[src/rtl/keyslot_pkg.sv]
package keyslot_pkg;

   // Direction of the cipher operation as carried in the context.
   typedef enum logic {
      KS_DIR_ENCRYPT = 1'b0,
      KS_DIR_DECRYPT = 1'b1
   } ks_dir_e;

   // Default number of frames a count-limited key may serve.
   localparam int unsigned KS_DEFAULT_LIMIT = 255;

endpackage

[src/rtl/keyslot_store.sv]
module keyslot_store #(
   parameter int unsigned NUM_SLOTS = 4,
   parameter int unsigned KEY_W     = 128,
   parameter int unsigned ID_W      = 2
) (
   input  logic                 clk,
   input  logic                 rst_n,
   input  logic                 wr_en,
   input  logic [ID_W-1:0]      wr_id,
   input  logic [KEY_W-1:0]     wr_key,
   input  logic                 wr_exp_en,
   input  logic [NUM_SLOTS-1:0] expire_evt,
   input  logic [ID_W-1:0]      rd_a_id,
   input  logic [ID_W-1:0]      rd_b_id,
   output logic [NUM_SLOTS-1:0] valid_o,
   output logic [NUM_SLOTS-1:0] exp_en_o,
   output logic [NUM_SLOTS-1:0] renego_o,
   output logic [KEY_W-1:0]     rd_a_key,
   output logic [KEY_W-1:0]     rd_b_key
);

   logic [KEY_W-1:0] key_arr [NUM_SLOTS];

   for (genvar g = 0; g < NUM_SLOTS; g++) begin : g_slot
      logic             hit;
      logic [KEY_W-1:0] key_q;
      logic             valid_q;
      logic             exp_q;
      logic             reneg_q;

      assign hit = wr_en && (wr_id == ID_W'(g));

      always_ff @(posedge clk) begin
         if (!rst_n) begin
            key_q   <= '0;
            valid_q <= 1'b0;
            exp_q   <= 1'b0;
            reneg_q <= 1'b0;
         end else if (hit) begin
            key_q   <= wr_key;
            valid_q <= 1'b1;
            exp_q   <= wr_exp_en;
            reneg_q <= 1'b0;
         end else if (expire_evt[g]) begin
            valid_q <= 1'b0;
            reneg_q <= 1'b1;
         end
      end

      assign key_arr[g]  = key_q;
      assign valid_o[g]  = valid_q;
      assign exp_en_o[g] = exp_q;
      assign renego_o[g] = reneg_q;
   end

   assign rd_a_key = key_arr[rd_a_id];
   assign rd_b_key = key_arr[rd_b_id];

endmodule

[src/rtl/keyslot_usage.sv]
module keyslot_usage #(
   parameter int unsigned NUM_SLOTS = 4,
   parameter int unsigned USE_LIMIT = 255,
   parameter int unsigned CNT_W     = 8
) (
   input  logic                 clk,
   input  logic                 rst_n,
   input  logic [NUM_SLOTS-1:0] clr,
   input  logic [NUM_SLOTS-1:0] inc,
   input  logic [NUM_SLOTS-1:0] exp_en,
   output logic [NUM_SLOTS-1:0] expire_evt
);

   localparam logic [CNT_W-1:0] LIMIT_C = CNT_W'(USE_LIMIT);
   localparam logic [CNT_W-1:0] LAST_C  = CNT_W'(USE_LIMIT - 1);

   for (genvar g = 0; g < NUM_SLOTS; g++) begin : g_cnt
      logic [CNT_W-1:0] cnt_q;

      always_ff @(posedge clk) begin
         if (!rst_n) begin
            cnt_q <= '0;
         end else if (clr[g]) begin
            cnt_q <= '0;
         end else if (inc[g] && (cnt_q != LIMIT_C)) begin
            cnt_q <= cnt_q + 1'b1;
         end
      end

      // This increment is the one that reaches the limit.
      assign expire_evt[g] = inc[g] && !clr[g] && exp_en[g] && (cnt_q == LAST_C);
   end

endmodule

[src/rtl/keyslot_ctx.sv]
module keyslot_ctx
   import keyslot_pkg::*;
#(
   parameter int unsigned NUM_SLOTS    = 4,
   parameter int unsigned ID_W         = 2,
   parameter int unsigned KEY_W        = 128,
   parameter int unsigned NONCE_W      = 64,
   parameter int unsigned AAD_W        = 16,
   parameter int unsigned PLEN_W       = 16,
   parameter bit          KEY_SNAPSHOT = 1'b0
) (
   input  logic                 clk,
   input  logic                 rst_n,
   input  logic                 ld_valid,
   input  logic [ID_W-1:0]      ld_id,
   input  logic [NONCE_W-1:0]   ld_nonce,
   input  logic                 ld_dir,
   input  logic [AAD_W-1:0]     ld_aad,
   input  logic [PLEN_W-1:0]    ld_plen,
   input  logic [NUM_SLOTS-1:0] slot_valid,
   input  logic [KEY_W-1:0]     key_of_ctx,
   input  logic [KEY_W-1:0]     key_of_ld,
   output logic [ID_W-1:0]      ctx_id,
   output logic                 ctx_live,
   output logic                 start_o,
   output logic                 err_o,
   output logic [KEY_W-1:0]     key_o,
   output logic [NONCE_W-1:0]   nonce_o,
   output logic                 dir_o,
   output logic [AAD_W-1:0]     aad_o,
   output logic [PLEN_W-1:0]    plen_o
);

   logic          accept;
   ks_dir_e       dir_q;
   logic [ID_W-1:0]    id_q;
   logic               live_q;
   logic [NONCE_W-1:0] nonce_q;
   logic [AAD_W-1:0]   aad_q;
   logic [PLEN_W-1:0]  plen_q;

   assign accept = ld_valid && slot_valid[ld_id];

   always_ff @(posedge clk) begin
      if (!rst_n) begin
         start_o <= 1'b0;
         err_o   <= 1'b0;
         id_q    <= '0;
         live_q  <= 1'b0;
         nonce_q <= '0;
         dir_q   <= KS_DIR_ENCRYPT;
         aad_q   <= '0;
         plen_q  <= '0;
      end else begin
         start_o <= accept;
         err_o   <= ld_valid && !accept;
         if (accept) begin
            id_q    <= ld_id;
            live_q  <= 1'b1;
            nonce_q <= ld_nonce;
            dir_q   <= ks_dir_e'(ld_dir);
            aad_q   <= ld_aad;
            plen_q  <= ld_plen;
         end
      end
   end

   if (KEY_SNAPSHOT) begin : g_key_copy
      logic [KEY_W-1:0] key_q;
      always_ff @(posedge clk) begin
         if (!rst_n)      key_q <= '0;
         else if (accept) key_q <= key_of_ld;
      end
      assign key_o = key_q;
   end else begin : g_key_live
      logic unused_ld_key;
      assign unused_ld_key = ^key_of_ld;
      assign key_o = key_of_ctx;
   end

   assign ctx_id   = id_q;
   assign ctx_live = live_q;
   assign nonce_o  = nonce_q;
   assign dir_o    = dir_q;
   assign aad_o    = aad_q;
   assign plen_o   = plen_q;

endmodule

[src/rtl/keyslot_cache.sv]
module keyslot_cache
   import keyslot_pkg::*;
#(
   parameter int unsigned NUM_SLOTS    = 4,
   parameter int unsigned KEY_W        = 128,
   parameter int unsigned NONCE_W      = 64,
   parameter int unsigned AAD_W        = 16,
   parameter int unsigned PLEN_W       = 16,
   parameter int unsigned USE_LIMIT    = KS_DEFAULT_LIMIT,
   parameter bit          KEY_SNAPSHOT = 1'b0,
   localparam int unsigned ID_W        = $clog2(NUM_SLOTS),
   localparam int unsigned CNT_W       = $clog2(USE_LIMIT + 1)
) (
   input  logic                 clk,
   input  logic                 rst_n,
   input  logic                 kw_en,
   input  logic [ID_W-1:0]      kw_id,
   input  logic [KEY_W-1:0]     kw_key,
   input  logic                 kw_expire_en,
   input  logic                 ld_valid,
   input  logic [ID_W-1:0]      ld_key_id,
   input  logic [NONCE_W-1:0]   ld_nonce,
   input  logic                 ld_dir,
   input  logic [AAD_W-1:0]     ld_aad_len,
   input  logic [PLEN_W-1:0]    ld_pay_len,
   output logic                 ld_err,
   output logic                 cph_start,
   output logic [KEY_W-1:0]     cph_key,
   output logic [NONCE_W-1:0]   cph_nonce,
   output logic                 cph_dir,
   output logic [AAD_W-1:0]     cph_aad_len,
   output logic [PLEN_W-1:0]    cph_pay_len,
   output logic                 cph_ctx_bad,
   input  logic                 frame_done,
   output logic [NUM_SLOTS-1:0] renego_req
);

   if (NUM_SLOTS < 2 || (1 << ID_W) != NUM_SLOTS) begin : g_bad_slots
      $error("keyslot_cache: NUM_SLOTS must be a power of two, at least 2");
   end
   if (USE_LIMIT < 1) begin : g_bad_limit
      $error("keyslot_cache: USE_LIMIT must be at least 1");
   end
   if (KEY_W < 1 || NONCE_W < 1 || AAD_W < 1 || PLEN_W < 1) begin : g_bad_width
      $error("keyslot_cache: field widths must be non-zero");
   end

   logic [NUM_SLOTS-1:0] slot_valid;
   logic [NUM_SLOTS-1:0] slot_exp_en;
   logic [NUM_SLOTS-1:0] expire_evt;
   logic [NUM_SLOTS-1:0] wr_onehot;
   logic [NUM_SLOTS-1:0] inc_onehot;
   logic [ID_W-1:0]      ctx_id;
   logic                 ctx_live;
   logic [KEY_W-1:0]     key_of_ctx;
   logic [KEY_W-1:0]     key_of_ld;
   logic                 count_frame;

   assign count_frame = frame_done && ctx_live && slot_valid[ctx_id];

   for (genvar g = 0; g < NUM_SLOTS; g++) begin : g_dec
      assign wr_onehot[g]  = kw_en && (kw_id == ID_W'(g));
      assign inc_onehot[g] = count_frame && (ctx_id == ID_W'(g));
   end

   keyslot_store #(
      .NUM_SLOTS (NUM_SLOTS),
      .KEY_W     (KEY_W),
      .ID_W      (ID_W)
   ) u_store (
      .clk        (clk),
      .rst_n      (rst_n),
      .wr_en      (kw_en),
      .wr_id      (kw_id),
      .wr_key     (kw_key),
      .wr_exp_en  (kw_expire_en),
      .expire_evt (expire_evt),
      .rd_a_id    (ctx_id),
      .rd_b_id    (ld_key_id),
      .valid_o    (slot_valid),
      .exp_en_o   (slot_exp_en),
      .renego_o   (renego_req),
      .rd_a_key   (key_of_ctx),
      .rd_b_key   (key_of_ld)
   );

   keyslot_usage #(
      .NUM_SLOTS (NUM_SLOTS),
      .USE_LIMIT (USE_LIMIT),
      .CNT_W     (CNT_W)
   ) u_usage (
      .clk        (clk),
      .rst_n      (rst_n),
      .clr        (wr_onehot),
      .inc        (inc_onehot),
      .exp_en     (slot_exp_en),
      .expire_evt (expire_evt)
   );

   keyslot_ctx #(
      .NUM_SLOTS    (NUM_SLOTS),
      .ID_W         (ID_W),
      .KEY_W        (KEY_W),
      .NONCE_W      (NONCE_W),
      .AAD_W        (AAD_W),
      .PLEN_W       (PLEN_W),
      .KEY_SNAPSHOT (KEY_SNAPSHOT)
   ) u_ctx (
      .clk        (clk),
      .rst_n      (rst_n),
      .ld_valid   (ld_valid),
      .ld_id      (ld_key_id),
      .ld_nonce   (ld_nonce),
      .ld_dir     (ld_dir),
      .ld_aad     (ld_aad_len),
      .ld_plen    (ld_pay_len),
      .slot_valid (slot_valid),
      .key_of_ctx (key_of_ctx),
      .key_of_ld  (key_of_ld),
      .ctx_id     (ctx_id),
      .ctx_live   (ctx_live),
      .start_o    (cph_start),
      .err_o      (ld_err),
      .key_o      (cph_key),
      .nonce_o    (cph_nonce),
      .dir_o      (cph_dir),
      .aad_o      (cph_aad_len),
      .plen_o     (cph_pay_len)
   );

   assign cph_ctx_bad = ctx_live && !slot_valid[ctx_id];

endmodule

[config.mk]
export PLATFORM = sky130hd
export DESIGN_NAME = keyslot_cache
export DESIGN_NICKNAME = d
export VERILOG_FILES = /design/src/rtl/keyslot_pkg.sv /design/src/rtl/keyslot_store.sv /design/src/rtl/keyslot_usage.sv /design/src/rtl/keyslot_ctx.sv /design/src/rtl/keyslot_cache.sv
export SDC_FILE = /design/constraint.sdc
export NUM_CORES = 2
export LEC_CHECK = 0
export CAP_MARGIN = 5
export CORE_MARGIN = 3
export CORE_UTILIZATION = 40
export CTS_CLUSTER_SIZE = 24
export DETAILED_ROUTE_END_ITERATION = 10
export HOLD_SLACK_MARGIN = 0.08
export SYNTH_ARGS = -nofsm -noshare
export SYNTH_HDL_FRONTEND = slang
export SYNTH_HIERARCHICAL = 1
export SYNTH_SLANG_ARGS = --single-unit
[constraint.sdc]
create_clock -name clk -period 3.8 [get_ports clk]
set_clock_uncertainty 0.05 [all_clocks]
set_input_delay 0.38 -clock clk [delete_from_list [all_inputs] [get_ports clk]]
set_output_delay 0.38 -clock clk [all_outputs]
set_load 0.02 [all_outputs]
* Yosys cells after proc, flatten, opt, wreduce, memory -nomap -nowiden
Cells that the tools add are included.
** Operators by class
- $add $sub $neg :: 4
- Multipliers :: 0
- Divide/modulo/power cells :: 0
- Order comparisons :: 3
- Equality and inequality tests :: 14
- Shifts and indexed selects :: 0
- Muxes and demuxes :: 15
- Bitwise logic cells :: 2
- Reduce and logical (&&, ||, !) cells :: 45
** Operators by type and width (count)
- $bmux 128 s2 :: 1
- $mux 128 :: 2
- $add 8x1->8 const B :: 4
- $eq 8x8->1 const B :: 4
- $ne 8x8->1 const B :: 4
- $logic_and 1x1->1 :: 29
- $mux 1 :: 10
- $eq 2x2->1 const B :: 4
- $reduce_bool 2->1 :: 4
- $reduce_or 2->1 :: 4
- $logic_not 1->1 :: 6
- $lt 2x3->1 const B :: 2
- $bmux 1 s2 :: 2
- $eq 2x1->1 const B :: 2
- $logic_not 2->1 :: 2
- $ge 3x3->1 const B :: 1
- $not 2->3 :: 1
- $not 1->1 :: 1
** Word-level totals
- Flip-flop bits (word level) :: 658
- Latch bits :: 0
- Memory bits (writable) :: 0
- Bits in read-only memories :: 0
- Input port bits :: 235
- Output and inout bits :: 232
- Word-level logic and storage cells :: 111
- Memories kept :: 0

* Depth between registers and ports, before layout
- Depth in word-level cells :: 9
- Gate-level depth with buffers :: 7
- Gate-level depth less buffers :: 6

* By module
Netlist, hierarchy kept.
** By module, submodules not included
- keyslot_store :: times used 1, cells an instance 2158, area an instance 25259.2 sq um, sequential area each 10490.1 sq um
- keyslot_ctx :: times used 1, cells an instance 571, area an instance 4962.3 sq um, sequential area each 2042.0 sq um
- keyslot_usage :: times used 1, cells an instance 201, area an instance 1757.9 sq um, sequential area each 640.6 sq um
- keyslot_cache :: times used 1, cells an instance 18, area an instance 120.1 sq um, sequential area each 0.0 sq um

* Least setup slack after synthesis
OpenSTA, ideal clock, no wires.
- Kind :: reg-to-output
- Start point :: register u_ctx.id_q[1] (netlist: u_ctx/ctx_id[1])
- End point :: output cph_key[112]
- Data arrival time :: 1.532 ns
- Data required time :: 3.370 ns
- Setup slack :: 1.838 ns
- Stages on the path, launching flop included :: 5
- Path buffers :: 3
- Cells stage by stage :: dfxtp_1 > buf_4 > buf_6 > mux4_2 > buf_4
** On the way
- Cells in the longest elaborated chain, start to end :: 4
** RTL lines
- from (decl) :: line keyslot_ctx.sv:36 : logic [ID_W-1:0] id_q;
- from (signal assigned) :: line keyslot_ctx.sv:58 : id_q <= ld_id;
- $not 2->3 (implied by the code) :: line keyslot_store.sv:56 : assign rd_a_key = key_arr[rd_a_id];
- $bmux 128 s2 :: line keyslot_store.sv:56
- $mux 128 (implied by the code) (2 in a row) :: line keyslot_store.sv:56
- to (decl) :: line keyslot_cache.sv:28 : output logic [KEY_W-1:0] cph_key,
Every way passes these cells. The select of a mux whose other input is x is not followed.

* Final worst setup path
- Start point :: register u_ctx.id_q[0] (netlist: u_ctx/ctx_id[0])
- End point :: output cph_key[0]
The elaborated chain is that of the path after synthesis.

==> impl_metrics.yaml <==
outcome:
  run_status: "complete, no violations"
drt:
  avgRoutedWirePerCell_um: 18.6
  num_vias: 20600
  first_iter_violations: 919
  vias_per_cell: 5.06
  detailedRoute.firstPassIterationCount: 7
  postRouteAntennaNets: 0
  postRouteWirelength_um: 75800
  post-route-drc-count: 0
finish:
  reg_area_um2: 13200
  final_net_count: 3300
  layout.filler_cells: 6354
  area_used_by_multi_input_combinational_logic_um2: 13600
  layout-area-overhead-vs-synth_pct: 24.1
  final_common_cell: "sky130_fd_sc_hd__nand2_1"
  most-common-layout-cells: "sky130_fd_sc_hd__nand2_1 (867), sky130_fd_sc_hd__dfxtp_1 (656), sky130_fd_sc_hd__mux2i_1 (625)"
  final_layout_size_suffix_gt1_frac: 0.105
critical_path:
  criticalPathCategory: "reg2out"
  cp_startpoint_kind: "flop"
  timing.critical_path.slowest_stage_cell: "sky130_fd_sc_hd__dfxtp_4"
  path_buf_inv: 2
  critical_path.max_stage_delay_ns: 0.90
  crit_family: "buffers and inverters"
  timing.critical_path.fanout_max: 34
  crit_path_cell_trace: "buf_4, mux4_2, clkdlybuf4s50_1"
  crit_arrival_ns: 3.04
  required_ns: 3.37
  setup.worst_path.end_class: "primary output"
timing:
  report.final.hold_viol_count: 0
  layout_min_cycle_time_ns: 3.47
  final-max-slew-violation-count: 0
  finalSetupViolCount: 0
  worst-slew-pin-transition_ns: 0.848
  final.setup.tns_ns: 0
  fraction_of_the_cycle_the_final_worst_path_needs: 0.912
  slew_headroom: 0.433
  rsz0062_at_grt: "false"
  maxClockFrequency_mhz: 289
synth:
  synth.yosys.warnings: 6
  synth_cells: 2792
  synth_area_um2: 29000
  postSynthAreaPerCell_um2: 10.4
  syn_nets: 3035
global_routing:
  grt-ovfl-total: 0
  globalRouteTotalUtil: 0.196
  antenna_found_initial: 5
  grt_pass1_wl_um: 119000
  first_global_vias: 21900
  pin_count_of_the_biggest_net_entering_global_routing: 110
power_and_ir_drop:
  power.ir.vdd_worst_mv: 0.364
  totalPowerFinal_mw: 15.9
  power.net_switching_mw: 3.76
  seqPwrFrac: 0.455
  leakage_nw: 15.6
  combPwrFrac: 0.093
  power_per_cell_area_nw_per_um2: 443
  cellInternalPower_mw: 12.2
  switching_share: 0.236
  p_clk_frac: 0.452
run:
  cap_violations: 0
floorplan:
  die_w_um: 275
  io_pins: 467
  floorplan.initialDensity: 0.405
  core_area_um2: 71600
  design.die.area_um2: 75800
  chipHeight_um: 275
  row_count: 98
place:
  numPortBuffers: 466
  dp_hpwl_um: 51600
  finalWeightedCongestion: 0.832
clock_tree:
  cts.sink_count: 658
  clkTransAtPathRegs_ns: 0.06
  clock_tree.buffer_depth: 3
  cell_chosen_for_the_clock_root: "sky130_fd_sc_hd__clkbuf_16"
  post-cts-setup-buffers: 0
  cts-hold-fix-buffers: 0
  cts_tree: "built"
  cts.repair.resized: 0
  tritoncts.num_buffers: 74
  clock_insertion_delay_worst_skew_ns: 0.61
  htree_num_levels: 3
worst_hold_path:
  class_of_the_tightest_hold_or_removal_check: "in2reg"
## flip-flops by register name, summed over array words and instances, names as in the netlist
register                flops
u_ctx/plen_o               16
u_ctx/ctx_live              1
u_ctx/ctx_id                2
u_ctx/nonce_o              64
u_store/g_slot.exp_q        4
u_ctx/err_o                 1
u_ctx/dir_o                 1
u_ctx/aad_o                16
u_usage/g_cnt.cnt_q        32
u_store/g_slot.valid_q      4
u_store/g_slot.reneg_q      4
u_store/g_slot.key_q      512
u_ctx/start_o               1
## worst paths after layout
check                           slack, ns                        start  cells past startpoint                     endpoint
worst min register to register       0.40  u_store/g_slot[2].key_q[12]                      2  u_store/g_slot[2].key_q[12]
worst max register to register       0.99              u_ctx/ctx_id[0]                      6    u_store/g_slot[1].valid_q
worst max-delay path                 0.33              u_ctx/ctx_id[0]                      3                   cph_key[0]
worst min-delay path                 0.21                        rst_n                      3               u_ctx/aad_o[4]
## worst register-to-register path, stage by stage (launching register included)
cell                       delay [ns]
sky130_fd_sc_hd__dfxtp_4         0.90
sky130_fd_sc_hd__nand3_1         0.21
sky130_fd_sc_hd__nor3b_1         0.70
sky130_fd_sc_hd__nand3_2         0.21
sky130_fd_sc_hd__nor4_1          0.40
sky130_fd_sc_hd__nand2b_1        0.16
sky130_fd_sc_hd__a21boi_1        0.06
## per-layer routing
metal,share of wire,global-route usage,vias up
met2,0.48,0.333,517
met1,0.43,0.240,9991
met5,0.00017,0,-
li1,-,-,9971
met3,0.067,0.0535,104
met4,0.024,0.0661,2
## through the flow
step                      utilization  worst slack, ns  instances  instance area (µm²)  hold WS [ns]
after floorplan                     -             1.84       2792                29000         0.382
after global placement          0.467            0.906       3931                33500         0.389
after detailed placement        0.467            0.885       3931                33500         0.393
after CTS                       0.502            0.203       4064                36000         0.193
after global routing            0.502            0.161       4066                36000         0.237
final                           0.502            0.334       4071                36000         0.212
## power by group through the flow
| stage | Clock [mW] | Sequential, mW | Combinational (mW) |
|---|---|---|---|
| after floorplan | 0 | 7.39 | 0.900 |
| after global placement | 0 | 7.40 | 1.46 |
| after detailed placement | 0 | 7.40 | 1.49 |
| after CTS | 7.43 | 7.26 | 1.49 |
| after global routing | 7.71 | 7.28 | 1.59 |
| final | 7.20 | 7.26 | 1.48 |
## layout make-up
type / count / area share
Multi-Input combinational cell: 1786 / 0.378
Sequential cell: 658 / 0.366
Timing Repair Buffer: 523 / 0.151
Clock buffer: 110 / 0.0626
Tap cell: 950 / 0.0330
Clock inverter: 23 / 0.00685
Inverter: 14 / 0.00146
Antenna cell: 7 / 0.000487
Power figures use the tool's default switching activity.
